$ cat src/rtl/phstep_pkg.sv
package phstep_pkg;
    typedef enum logic [1:0] {
        ST_IDLE = 2'd0,
        ST_STEP = 2'd1,
        ST_WAIT = 2'd2
    } phstep_state_e;
endpackage

$ cat src/rtl/phstep_sync.sv
module phstep_sync #(
    parameter int    STAGES  = 2,
    parameter logic  RST_VAL = 1'b1
) (
    input  logic clk_i,
    input  logic rst_i,
    input  logic async_i,
    output logic sync_o
);
    logic [STAGES-1:0] ff_d, ff_q;

    generate
        if (STAGES == 1) begin : g_one
            always_comb ff_d = async_i;
        end else begin : g_many
            always_comb ff_d = {ff_q[STAGES-2:0], async_i};
        end
    endgenerate

    always_ff @(posedge clk_i) begin
        if (rst_i) ff_q <= {STAGES{RST_VAL}};
        else       ff_q <= ff_d;
    end

    assign sync_o = ff_q[STAGES-1];
endmodule

$ cat src/rtl/phstep_timer.sv
module phstep_timer #(
    parameter int LIMIT = 1024
) (
    input  logic clk_i,
    input  logic rst_i,
    input  logic clr_i,
    input  logic en_i,
    output logic expired_o
);
    localparam int CW = (LIMIT > 1) ? $clog2(LIMIT) : 1;

    logic [CW-1:0] cnt_d, cnt_q;

    assign expired_o = en_i && (cnt_q == CW'(LIMIT - 1));

    always_comb begin
        cnt_d = cnt_q;
        if (clr_i)                     cnt_d = '0;
        else if (en_i && !expired_o)   cnt_d = cnt_q + 1'b1;
    end

    always_ff @(posedge clk_i) begin
        if (rst_i) cnt_q <= '0;
        else       cnt_q <= cnt_d;
    end
endmodule

$ cat src/rtl/phase_step_ctrl.sv
module phase_step_ctrl
    import phstep_pkg::*;
#(
    parameter int SEL_W    = 4,
    parameter int CNT_W    = 16,
    parameter int HOLD_CYC = 2,
    parameter int TIMEOUT  = 1024,
    parameter int SYNC_STG = 2
) (
    input  logic             clk_i,
    input  logic             rst_i,
    input  logic             start_i,
    input  logic [SEL_W-1:0] sel_i,
    input  logic             dir_i,
    input  logic [CNT_W-1:0] count_i,
    output logic             busy_o,
    output logic             finished_o,
    output logic             error_o,
    output logic             pll_step_o,
    output logic             pll_dir_o,
    output logic [SEL_W-1:0] pll_sel_o,
    input  logic             pll_done_i
);
    localparam int HOLD_W = $clog2(HOLD_CYC + 1);

    typedef struct packed {
        phstep_state_e    st;
        logic [CNT_W-1:0] left;
        logic [HOLD_W-1:0] hold;
        logic             low_seen;
        logic [SEL_W-1:0] sel;
        logic             dir;
        logic             step;
        logic             busy;
        logic             fin;
        logic             err;
    } regs_t;

    regs_t d, q;
    logic  done_s;
    logic  expired;
    logic  issue;

    phstep_sync #(.STAGES(SYNC_STG), .RST_VAL(1'b1)) u_sync (
        .clk_i  (clk_i),
        .rst_i  (rst_i),
        .async_i(pll_done_i),
        .sync_o (done_s)
    );

    phstep_timer #(.LIMIT(TIMEOUT)) u_timer (
        .clk_i    (clk_i),
        .rst_i    (rst_i),
        .clr_i    (issue),
        .en_i     (q.st != ST_IDLE),
        .expired_o(expired)
    );

    always_comb begin
        d       = q;
        d.fin   = 1'b0;
        issue   = 1'b0;
        unique case (q.st)
            ST_IDLE: begin
                if (start_i) begin
                    d.err = 1'b0;
                    d.sel = sel_i;
                    d.dir = dir_i;
                    if (count_i == '0) begin
                        d.fin = 1'b1;
                    end else begin
                        d.st       = ST_STEP;
                        d.left     = count_i;
                        d.step     = 1'b1;
                        d.busy     = 1'b1;
                        d.hold     = '0;
                        d.low_seen = 1'b0;
                        issue      = 1'b1;
                    end
                end
            end
            ST_STEP: begin
                if (!done_s) d.low_seen = 1'b1;
                if (q.hold == HOLD_W'(HOLD_CYC - 1)) begin
                    d.step = 1'b0;
                    d.st   = ST_WAIT;
                end else begin
                    d.hold = q.hold + 1'b1;
                end
                if (expired) begin
                    d.st   = ST_IDLE;
                    d.step = 1'b0;
                    d.busy = 1'b0;
                    d.err  = 1'b1;
                end
            end
            ST_WAIT: begin
                if (!done_s) d.low_seen = 1'b1;
                if (q.low_seen && done_s) begin
                    if (q.left == CNT_W'(1)) begin
                        d.st   = ST_IDLE;
                        d.busy = 1'b0;
                        d.fin  = 1'b1;
                        d.left = '0;
                    end else begin
                        d.left     = q.left - 1'b1;
                        d.st       = ST_STEP;
                        d.step     = 1'b1;
                        d.hold     = '0;
                        d.low_seen = 1'b0;
                        issue      = 1'b1;
                    end
                end else if (expired) begin
                    d.st   = ST_IDLE;
                    d.step = 1'b0;
                    d.busy = 1'b0;
                    d.err  = 1'b1;
                end
            end
            default: begin
                d.st   = ST_IDLE;
                d.step = 1'b0;
                d.busy = 1'b0;
            end
        endcase
    end

    always_ff @(posedge clk_i) begin
        if (rst_i) q <= '0;
        else       q <= d;
    end

    assign busy_o     = q.busy;
    assign finished_o = q.fin;
    assign error_o    = q.err;
    assign pll_step_o = q.step;
    assign pll_dir_o  = q.dir;
    assign pll_sel_o  = q.sel;

    // no strobe outside a sequence
    p_idle_quiet_r1: assert property (@(posedge clk_i) disable iff (rst_i)
        !busy_o |-> !pll_step_o);

    // select and direction frozen while busy
    p_select_stable_r2: assert property (@(posedge clk_i) disable iff (rst_i)
        (busy_o && $past(busy_o)) |-> ($stable(pll_sel_o) && $stable(pll_dir_o)));

    // strobe lasts more than one cycle
    p_step_hold_r3: assert property (@(posedge clk_i) disable iff (rst_i)
        $rose(pll_step_o) |=> pll_step_o);

    // a chained step needs done seen high
    p_step_after_done_r4: assert property (@(posedge clk_i) disable iff (rst_i)
        ($rose(pll_step_o) && $past(busy_o)) |-> $past(done_s));

    // finished is a single pulse while idle
    p_fin_pulse_r5: assert property (@(posedge clk_i) disable iff (rst_i)
        finished_o |=> !finished_o);
    p_fin_idle_r5: assert property (@(posedge clk_i) disable iff (rst_i)
        finished_o |-> !busy_o);

    // abort leaves the port quiet
    p_abort_r8: assert property (@(posedge clk_i) disable iff (rst_i)
        $rose(error_o) |-> (!busy_o && !pll_step_o && !finished_o));
endmodule

$ cat config.mk
export PLATFORM = sky130hd
export DESIGN_NAME = phase_step_ctrl
export DESIGN_NICKNAME = d
export VERILOG_FILES = /design/src/rtl/phstep_pkg.sv /design/src/rtl/phstep_sync.sv /design/src/rtl/phstep_timer.sv /design/src/rtl/phase_step_ctrl.sv
export SDC_FILE = /design/constraint.sdc
export NUM_CORES = 1
export LEC_CHECK = 0
export BUFFER_PORTS_ARGS = -buffer_cell sky130_fd_sc_hd__buf_2
export CAP_MARGIN = 20
export CORE_ASPECT_RATIO = 1.75
export CORE_UTILIZATION = 50
export DETAILED_ROUTE_END_ITERATION = 10
export PLACE_DENSITY = 0.71
export SLEW_MARGIN = 20
export SYNTH_ARGS = -nofsm -noshare
export SYNTH_HDL_FRONTEND = slang
export SYNTH_SLANG_ARGS = --single-unit
export TNS_END_PERCENT = 50
$ cat constraint.sdc
create_clock -name clk_i -period 2.65 [get_ports clk_i]
set_input_delay 0.1325 -clock clk_i [delete_from_list [all_inputs] [get_ports clk_i]]
set_output_delay 0.1325 -clock clk_i [all_outputs]
set_load 0.1 [all_outputs]
# Yosys cells after proc, flatten, opt, wreduce, memory -nomap -nowiden
# Cells that the tools add are included.
[totals] in_bits=25 reg_bits=42
[classes] n_addsub=3 n_reduce_logical=18 n_eq_ne=16 mux=32
[ops] op="$pmux 16 s2" count=1
[ops] op="$mux 30" count=1
[ops] op="$mux 21" count=1
[ops] op="$mux 19" count=1
[ops] op="$mux 2" count=9
[ops] op="$mux 17" count=1
[ops] op="$eq 16x1->1 const B" count=1
[ops] op="$logic_not 16->1" count=1
[ops] op="$sub 16x1->16 const B" count=1
[ops] op="$ne 2x2->1 const B" count=6
[ops] op="$pmux 2 s3" count=2
[ops] op="$mux 1" count=11
[ops] op="$add 10x1->10 const B" count=1
[ops] op="$eq 10x10->1 const B" count=1
[ops] op="$reduce_and 5->1" count=2
[ops] op="$pmux 3 s3" count=1
[ops] op="$reduce_and 4->1" count=2
[ops] op="$ne 3x2->1 const B" count=2
[ops] op="$ne 3x3->1 const B" count=2
[ops] op="$reduce_and 3->1" count=2
[ops] op="$reduce_and 6->1" count=1
[ops] op="$eq 2x1->1 const B" count=2
[ops] op="$pmux 1 s2" count=2
[ops] op="$reduce_bool 2->1" count=2
[ops] op="11 further kinds" count=13

# Depth between registers and ports, before layout
# Gate-level depths: netlist of the first run.
[logic_depth] word_depth=5 depth_mapped=9 ltp_nobuf=7

# Cells and area by module
# From an unflattened synthesis of the first run, not the netlist that was laid out.
[unflattened] hier_cells=314 hier_area_um2=2553.7
[by_module_without_submodules] mod="phase_step_ctrl" seq_area_each_um2=600.6 instances=1 area_per_inst_um2=1860.5 cells_each=238
[by_module_without_submodules] mod="phstep_timer" seq_area_each_um2=200.2 instances=1 area_per_inst_um2=640.6 cells_each=72
[by_module_without_submodules] mod="phstep_sync" seq_area_each_um2=40.0 instances=1 area_per_inst_um2=52.6 cells_each=4

# Least setup slack after synthesis of the first run
# OpenSTA, ideal clock, no wires.
[synth_timing] path_kind="register to register" start="register q[28] (netlist name)" end="register q[14] (netlist name)" arrival_time_ns=1.768 slack_ns=0.812 setup_time_ns=0.070 synth_period_minus_slack_ns=1.838 n_path_buf=0 path_stages_with_launch=8 cell_sequence="dfxtp_1 -> inv_1 -> ha_1 -> a21boi_0 -> nor2_1 -> a21boi_0 -> o21ai_0 -> a21oi_1"
[synth_via] elab_chain_len=3 word_cells_on_any_way=8 classes_between="eq/ne: 4; mux: 1; reduce/logical: 3"
[synth_lines] element="from (decl)" line_no="phase_step_ctrl.sv:39" rtl="regs_t d, q;"
[synth_lines] element="from (signal assigned)" line_no="phase_step_ctrl.sv:129" rtl="if (rst_i) q <= '0;"
[synth_lines] element="from (signal assigned)" line_no="phase_step_ctrl.sv:130" rtl="else q <= d;"
[synth_lines] element="$eq 2x2->1 or $logic_not 2->1 (tied branches)" line_no="phase_step_ctrl.sv:63" rtl="unique case (q.st)"
[synth_lines] element="$ne 2x2->1 (no source line) or $reduce_bool 2->1 (tied branches)"
[synth_lines] element="$reduce_and 4->1 (no source line)"
# Parallel ways exist; a longest one is shown, timed or not.
# A chain may end at the register's enable or synchronous reset.

# Worst setup path after layout of the first run
[layout_timing] start="register q[28] (netlist name)" end="register q[22] (netlist name)"
# Same word-level chain as after synthesis.

==> results.json, run 1 <==
{
  "wl_per_cell_um": 17.2,
  "ys_async_sr_fraction": 0,
  "initial_core_util": 0.531,
  "syn-cell-area_sq_um": 2520,
  "io_buffers": 33,
  "drc": 0,
  "fmax_mhz": 468,
  "p_leak_nw": 1.11,
  "synth-edff-count": 0,
  "synth_top_area_cell": "dfxtp_1",
  "seq_area_frac_synth": 0.333,
  "cts_setup_buffers": 0,
  "p_int_mw": 1.22,
  "yosysWarnings": 0,
  "antenna_found_initial": 0,
  "grt_max_degree": 33,
  "fp.dieH_um": 96.0,
  "fp.dieW_um": 55.7,
  "fin_nets": 365,
  "clockBufferDepth": 2,
  "track_usage": 0.262,
  "core_area_sq_um": 4750,
  "cts_root_buf": "clkbuf_8",
  "antenna_left": 0,
  "p_per_area_nw_per_um2": 700,
  "clk_pin_slew_ns": 0.08,
  "setup_tns_ns": 0,
  "slew_headroom": 0.492,
  "yosys-top-cells-area": "dfxtp_1 (33%), a21oi_1 (6.0%), nand2_1 (4.8%)",
  "ys.flop_type": "dfxtp_1",
  "dieArea_sq_um": 5340,
  "p_sw_frac": 0.378,
  "slowest_delay_ns": 0.48,
  "synth_seq_cells": 42,
  "dpl.hpwl_um": 4940,
  "p_seq_frac": 0.376,
  "rsz0062_at_grt": "false",
  "vias": 2434,
  "gr-total-overflow": 0,
  "cp-end-kind": "flop",
  "drive_gt1_frac": 0.183,
  "pwr-share-clk": 0.258,
  "fin_cells": 385,
  "cts_tree": "yes",
  "p_comb_frac": 0.366,
  "grt_pass1_wl_um": 11000,
  "crit_chain": "inv_1, ha_1, a21boi_0, nor2_1, o21ai_4, buf_4, a211oi_1, nor3_1",
  "routed_wl_um": 6630,
  "cts_sinks": 42,
  "top_level_ports": 34,
  "critPathBufInv": 2,
  "critical_path_class": "flop to flop",
  "period_share": 0.805,
  "crit_fanout": 13,
  "arrival_ns": 2.35,
  "worst_slack_ns": 0.515,
  "syn_area_per_cell_sq_um": 8.30,
  "fillerInstances": 449,
  "gp_congestion": 0.898,
  "grt_pass1_vias": 2526,
  "tightest_slew_ns": 0.754,
  "first_iter_violations": 105,
  "cts_resized": 0,
  "area_growth_pct": 10.8,
  "cp_top_family": "compound AO/OA/AOI/OAI gates",
  "p_switching_uw": 739,
  "hold_slack_ns": 0.0186,
  "cts_buffers": 5,
  "pre_cts_slack_ns": 0.385,
  "final_max_slew_viol_count": 0,
  "diodes": 0,
  "cp_slowest_cell": "a21boi_0",
  "dp_cells": 377,
  "skew_ns": 0.00736,
  "cts.htree.levels": 2,
  "yosysTopAreaCellShare": 0.333,
  "syn-instance-count": 304,
  "drv_cap": 0,
  "period_needed_ns": 2.13,
  "first_pass_iters": 4,
  "synth_nets": 337,
  "crit_path_start_kind": "flop",
  "hold_violations": 0,
  "viasPerCell": 6.32,
  "total_power_mw": 1.95,
  "rows": 33,
  "ir_worst_vdd_uv": 500,
  "setup_viol": 0,
  "status": "finished clean",
  "hp-class": "input port to flop",
  "synthDistinctLibCells": 57,
  "insertion_delay_ns": 0.30,
  "cts_hold_buf": 0,
  "crit_required_ns": 2.87
}
-- placed cells by master (no fill, tap or decap), drive strengths merged, types with 2 or more instances in the layout --
| master | instances |
|---|---|
| nor2 | 25 |
| buf | 40 |
| dfxtp | 42 |
| nand4 | 6 |
| and3 | 7 |
| a41oi | 2 |
| nor2b | 2 |
| and2 | 4 |
| nor3 | 10 |
| a211oi | 9 |
| or2 | 3 |
| a211o | 3 |
| nor3b | 4 |
| a21boi | 3 |
| a21o | 2 |
| nand4b | 2 |
| o32ai | 10 |
| nor4 | 7 |
| xor2 | 10 |
| ha | 8 |
| o21ai | 11 |
| clkbuf | 7 |
| a22oi | 5 |
| a21oi | 31 |
| nand3 | 13 |
| nand2 | 32 |
| a221oi | 3 |
| or3 | 3 |
| inv | 10 |
| and4 | 3 |
-- kinds of logic after synthesis --
| kind of cell | after synthesis | share of synthesized area |
|---|---|---|
| and+or+nand+nor | 127 | 0.282 |
| AOI/OAI and AO/OA | 86 | 0.242 |
| DFF | 42 | 0.333 |
| buffers and inverters | 29 | 0.0615 |
| xor gates and xnor gates | 11 | 0.0382 |
| adders and majority gates | 8 | 0.0397 |
| muxes | 1 | 0.00397 |
-- stage by stage --
step / cell area, sq um / utilization
after floorplan: 2520 / -
after global placement: 2690 / 0.566
after detailed placement: 2690 / 0.566
after CTS: 2790 / 0.588
after global routing: 2790 / 0.588
final: 2790 / 0.588
-- path summary, 6_finish.rpt --
check / from / endpoint / cells after the start / slack [ns]
setup / recovery: q[28] / q[22] / 8 / 0.52
hold / removal: pll_done_i / u_sync.ff_q[0] / 2 / 0.02
setup reg to reg: q[28] / q[22] / 8 / 0.52
hold reg to reg: u_sync.ff_q[0] / u_sync.ff_q[1] / 1 / 0.43
-- sequential cells by signal (all words and copies together), names as in the netlist --
name / cells
busy_o: 1
error_o: 1
finished_o: 1
pll_dir_o: 1
pll_sel_o: 4
pll_step_o: 1
q: 21
u_sync.ff_q: 2
u_timer.cnt_q: 10
-- synth_stat cells, types with 6 or more instances --
cell type / n
xor2_1: 10
ha_1: 8
nand3_1: 12
a21oi_1: 30
nand4_1: 6
o32ai_1: 10
buf_4: 7
nor3_1: 8
o21ai_0: 10
dfxtp_1: 42
and3_1: 7
inv_1: 10
a211oi_1: 9
nand2_1: 32
nor2_1: 25
-- power groups by stage --
stage | clock network (mW) | logic (mW) | registers (mW)
detailed placement | 0 | 0.702 | 0.750
global route | 0.539 | 0.776 | 0.743
CTS | 0.516 | 0.705 | 0.734
floorplan | 0 | 0.505 | 0.785
global placement | 0 | 0.700 | 0.748
finish | 0.503 | 0.716 | 0.735
-- final cells by class --
type                            count  area, sq um  share of cell area
Clock inverter                      1         30.0              0.0107
Tap cell                           52         65.1              0.0233
Inverter                           10         37.5              0.0134
Timing Repair Buffer               40          218              0.0779
Multi-Input combinational cell    233         1530               0.546
Clock buffer                        7         76.3              0.0273
Sequential cell                    42          841               0.301
-- metal layers --
layer / global-route usage / share of wire
met5: 0 / 0
met4: 0.169 / 0.050
met3: 0.0349 / 0.042
met2: 0.494 / 0.54
met1: 0.268 / 0.37
Power figures use the tool's default switching activity.
==> run 2: changes to the inputs <==
==> constraint.sdc (replaced) <==
create_clock -name clk_i -period 2.2 [get_ports clk_i]
set_input_delay 0.11 -clock clk_i [delete_from_list [all_inputs] [get_ports clk_i]]
set_output_delay 0.11 -clock clk_i [all_outputs]
set_load 0.1 [all_outputs]
==> results.json, run 2 (synthesized netlist as in run 1, its figures left out) <==
{
  "antenna_found_initial": 0,
  "largest_reg_flops": 21,
  "slowest_delay_ns": 0.46,
  "cts_sinks": 42,
  "top_usage_layer": "met2",
  "first_iter_violations": 132,
  "p_leak_nw": 1.14,
  "cts_buffers": 5,
  "crit_path_start": "q[13]",
  "cts_tree": "yes",
  "vias": 2476,
  "status": "finished clean",
  "top_level_ports": 34,
  "first_pass_iters": 5,
  "drc": 0,
  "hp-class": "input port to flop",
  "clk_pin_slew_ns": 0.08,
  "grt_pass1_wl_um": 11100,
  "setup_viol": 0,
  "routed_wl_um": 6640,
  "track_usage": 0.266,
  "io_buffers": 33,
  "dpl.hpwl_um": 5000,
  "cp_slowest_cell": "a21oi_4",
  "hold_start": "sel_i[1]",
  "ff2ff_path_depth": 6,
  "period_needed_ns": 2.04,
  "grt_use_met2": 0.514,
  "cts.htree.levels": 2,
  "layout_common_cells": "dfxtp_1 (42), buf_2 (33), nand2_1 (32)",
  "rows": 33,
  "crit_path_start_kind": "flop",
  "reg2reg_to": "u_timer.cnt_q[0]",
  "core_area_sq_um": 4750,
  "area_growth_pct": 12.4,
  "cp-end-kind": "flop",
  "post-route-util": 0.597,
  "critical_path_class": "flop to flop",
  "dieArea_sq_um": 5340,
  "ir_worst_vdd_uv": 500,
  "grtUsageMet3": 0.0390,
  "top_register": "q",
  "slew_headroom": 0.533,
  "crit_required_ns": 2.37,
  "fmax_mhz": 490,
  "gp_congestion": 0.917,
  "arrival_ns": 2.21,
  "min_to": "pll_sel_o[1]",
  "crit_fanout": 17,
  "p_per_area_nw_per_um2": 805,
  "pre_cts_slack_ns": 0.159,
  "fp.dieH_um": 96.0,
  "reg2reg_from": "q[13]",
  "grt_pass1_vias": 2438,
  "hold_violations": 0,
  "r2r_slack_ns": 0.16,
  "crit_chain": "inv_1, ha_1, and4b_4, a21oi_4, a211o_1, nor2_1",
  "clockBufferDepth": 2,
  "antenna_left": 0,
  "drv_cap": 0,
  "wl_per_cell_um": 16.9,
  "period_share": 0.928,
  "cts_root_buf": "clkbuf_8",
  "skew_ns": 0.0128,
  "min_path_cells": 3,
  "setup_tns_ns": 0,
  "insertion_delay_ns": 0.30,
  "grt_max_degree": 33,
  "drive_gt1_frac": 0.200,
  "final_max_slew_viol_count": 0,
  "gr-total-overflow": 0,
  "worst_slack_ns": 0.158,
  "diodes": 0,
  "initial_core_util": 0.531,
  "rsz0062_at_grt": "false",
  "fp.dieW_um": 55.7,
  "use_met1": 0.252,
  "fin_nets": 372,
  "viasPerCell": 6.32,
  "final_common_cell": "dfxtp_1",
  "tightest_slew_ns": 0.694
}
==> run 2: cell types whose count changed in the layout (fill, tap and decap cells not counted), sizes merged <==
| cell | previous run | this run |
|---|---|---|
| dlygate4sd3 | 0 | 1 |
| clkinv | 0 | 1 |
| buf | 40 | 46 |
| bufinv | 1 | 0 |
==> run 2: what timing repair did <==
action / 4_1_cts / 5_1_grt
resized for setup: 0 / 2
setup buffers: 0 / 0
hold endpoints to repair: 1 / 0
endpoints found under the setup margin: 0 / 2
hold buffers: 1 / 0
==> run 2: worst max-delay path, delay by kind of cell, from the launching register on <==
| kind | cells | cell delay [ns] |
|---|---|---|
| buf+inv | 1 | 0.10 |
| simple gates | 2 | 0.35 |
| fa+ha+maj | 1 | 0.22 |
| flops | 1 | 0.42 |
| compound gates | 2 | 0.83 |
==> run 2: worst max path at each step <==
stage,cells after the start,endpoint,slack (ns)
final,6,u_timer.cnt_q[0],0.16
after global routing,5,u_timer.cnt_q[9],0.01
after CTS,7,pll_step_o,0.12
after detailed placement,7,q[13],0.16
after global placement,7,pll_step_o,0.16
after floorplan,7,q[14],0.36
==> run 2: per-layer routing <==
| layer | vias up | routed length, um | share of wire |
|---|---|---|---|
| li1 | 1198 | - | - |
| met1 | 1161 | 2430 | 0.37 |
| met2 | 82 | 3550 | 0.53 |
| met3 | 35 | 259 | 0.039 |
| met4 | 0 | 405 | 0.061 |
| met5 | - | 0 | 0 |
==> run 2: where the power goes <==
group / total [mW] / switching (mW) / internal [mW]
clock network: 0.513 / 0.260 / 0.253
registers: 0.887 / 0.0670 / 0.820
logic: 0.881 / 0.562 / 0.319
==> run 2: area by class of cell <==
class,count,area [sq um]
flip-flops and latches,42,841
well taps,52,65.1
repair buffers,47,273
clock buffers,7,86.3
inverters,10,37.5
fillers,450,1910
multi-input cells,233,1530
clock inverters,1,5.00
==> run 2: per-stage QoR <==
step	hold WS [ns]	cells	power, mW	cell area [sq um]
2_1_floorplan	0.214	304	1.55	2520
3_5_place_dp	0.301	383	1.77	2730
6_report	0.0494	392	2.28	2830
4_1_cts	0.0440	392	2.29	2830
5_1_grt	0.0533	392	2.40	2830
3_3_place_gp	0.291	383	1.76	2730
==> run 3: changes to the inputs <==
--- a/config.mk
+++ b/config.mk
@@ -10,6 +10,7 @@
 export CORE_ASPECT_RATIO = 1.75
 export CORE_UTILIZATION = 50
 export DETAILED_ROUTE_END_ITERATION = 10
+export MAX_ROUTING_LAYER = met4
 export PLACE_DENSITY = 0.71
 export SLEW_MARGIN = 20
 export SYNTH_ARGS = -nofsm -noshare
==> results.json, run 3 (synthesized netlist as in run 1, its figures left out) <==
{
  "crit_fanout": 17,
  "fp.dieH_um": 96.0,
  "setup_viol": 0,
  "final_max_slew_viol_count": 0,
  "drv_cap": 0,
  "setup_tns_ns": 0,
  "drc": 0,
  "slew_headroom": 0.525,
  "initial_core_util": 0.531,
  "clockBufferDepth": 2,
  "routed_wl_um": 6680,
  "status": "finished clean",
  "vias": 2483,
  "first_pass_iters": 5,
  "tightest_slew_ns": 0.706,
  "p_sw_frac": 0.390,
  "hold_violations": 0,
  "final_common_cell": "dfxtp_1",
  "period_share": 0.932,
  "antenna_left": 0,
  "p_switching_uw": 892,
  "antenna_found_initial": 0,
  "p_leak_nw": 1.14,
  "min_path_cells": 3,
  "first_iter_violations": 144,
  "hp-class": "input port to flop",
  "fp.dieW_um": 55.7,
  "ir_worst_vdd_uv": 499,
  "pwr-share-clk": 0.227,
  "p_per_area_nw_per_um2": 806,
  "dpl.hpwl_um": 5000,
  "cts_tree": "yes",
  "arrival_ns": 2.22,
  "skew_ns": 0.0121,
  "p_comb_frac": 0.385,
  "p_int_mw": 1.39,
  "gp_congestion": 0.933,
  "gr-total-overflow": 0,
  "area_growth_pct": 12.4,
  "grt_max_degree": 33,
  "worst_slack_ns": 0.150,
  "cp-end-kind": "flop",
  "io_buffers": 33,
  "top_register": "q",
  "grt_pass1_wl_um": 11100,
  "rsz0062_at_grt": "false",
  "cts_buffers": 5,
  "crit_path_start_kind": "flop",
  "cts_sinks": 42,
  "rows": 33,
  "dieArea_sq_um": 5340,
  "wl_per_cell_um": 17.0,
  "total_power_mw": 2.28,
  "ff2ff_path_depth": 6,
  "post-route-util": 0.597,
  "clk_pin_slew_ns": 0.08,
  "critical_path_class": "flop to flop",
  "p_seq_frac": 0.388,
  "fin_nets": 372,
  "fmax_mhz": 488,
  "crit_required_ns": 2.37,
  "period_needed_ns": 2.05,
  "fillerInstances": 450,
  "insertion_delay_ns": 0.30,
  "design_area_sq_um": 2830,
  "cts.htree.levels": 2,
  "pre_cts_slack_ns": 0.159,
  "largest_reg_flops": 21,
  "cts_root_buf": "clkbuf_8",
  "track_usage": 0.274,
  "viasPerCell": 6.33,
  "top_level_ports": 34,
  "core_area_sq_um": 4750,
  "drive_gt1_frac": 0.200,
  "cts_setup_buffers": 0,
  "place_area_sq_um": 2730,
  "layout_common_cells": "dfxtp_1 (42), buf_2 (33), nand2_1 (32)",
  "diodes": 0,
  "grt_pass1_vias": 2437
}
[run 3: cell counts in the layout (fill, tap and decap cells not counted)]
No cell type changed its count.
[run 3: worst max-delay path, stage by stage, from the launching register on]
cell	delay (ns)
dfxtp_1	0.42
inv_1	0.10
ha_1	0.22
and4b_4	0.26
a21oi_4	0.47
a211o_1	0.36
nor2_1	0.09
[run 3: worst paths after layout]
kind                   from                to  slack [ns]
max                   q[13]  u_timer.cnt_q[0]        0.15
min                sel_i[1]      pll_sel_o[1]        0.04
max reg2reg           q[13]  u_timer.cnt_q[0]        0.15
min reg2reg  u_sync.ff_q[0]    u_sync.ff_q[1]        0.42
[run 3: cell type report]
class,count,area (sq um),area share
multi-input cells,233,1530,0.539
clock buffers,7,86.3,0.0305
repair buffers,47,273,0.0962
flip-flops and latches,42,841,0.297
well taps,52,65.1,0.0230
clock inverters,1,5.00,0.00177
inverters,10,37.5,0.0132
[run 3: layer usage]
layer / routed length, um / global-route usage / vias to the layer above
li1: - / - / 1198
met4: 393 / 0.192 / 0
met5: 0 / - / -
met3: 312 / 0.0430 / 33
met2: 3540 / 0.513 / 93
met1: 2430 / 0.252 / 1159
[run 3: through the flow]
step,hold WS (ns),cells
finish,0.0433,392
global route,0.0506,392
CTS,0.0440,392
detailed placement,0.301,383
global placement,0.291,383
floorplan,0.214,304
[run 3: power groups by stage]
stage	combinational (mW)	clock (mW)	sequential, mW
floorplan	0.608	0	0.946
global placement	0.858	0	0.901
detailed placement	0.863	0	0.903
CTS	0.869	0.533	0.885
global route	0.949	0.555	0.895
finish	0.880	0.517	0.887
[run 3: timing repair]
item / 4_1_cts / 5_1_grt
resized for setup: 0 / 2
setup endpoints to repair: 0 / 2
hold endpoints to repair: 1 / 0
hold buffers: 1 / 0
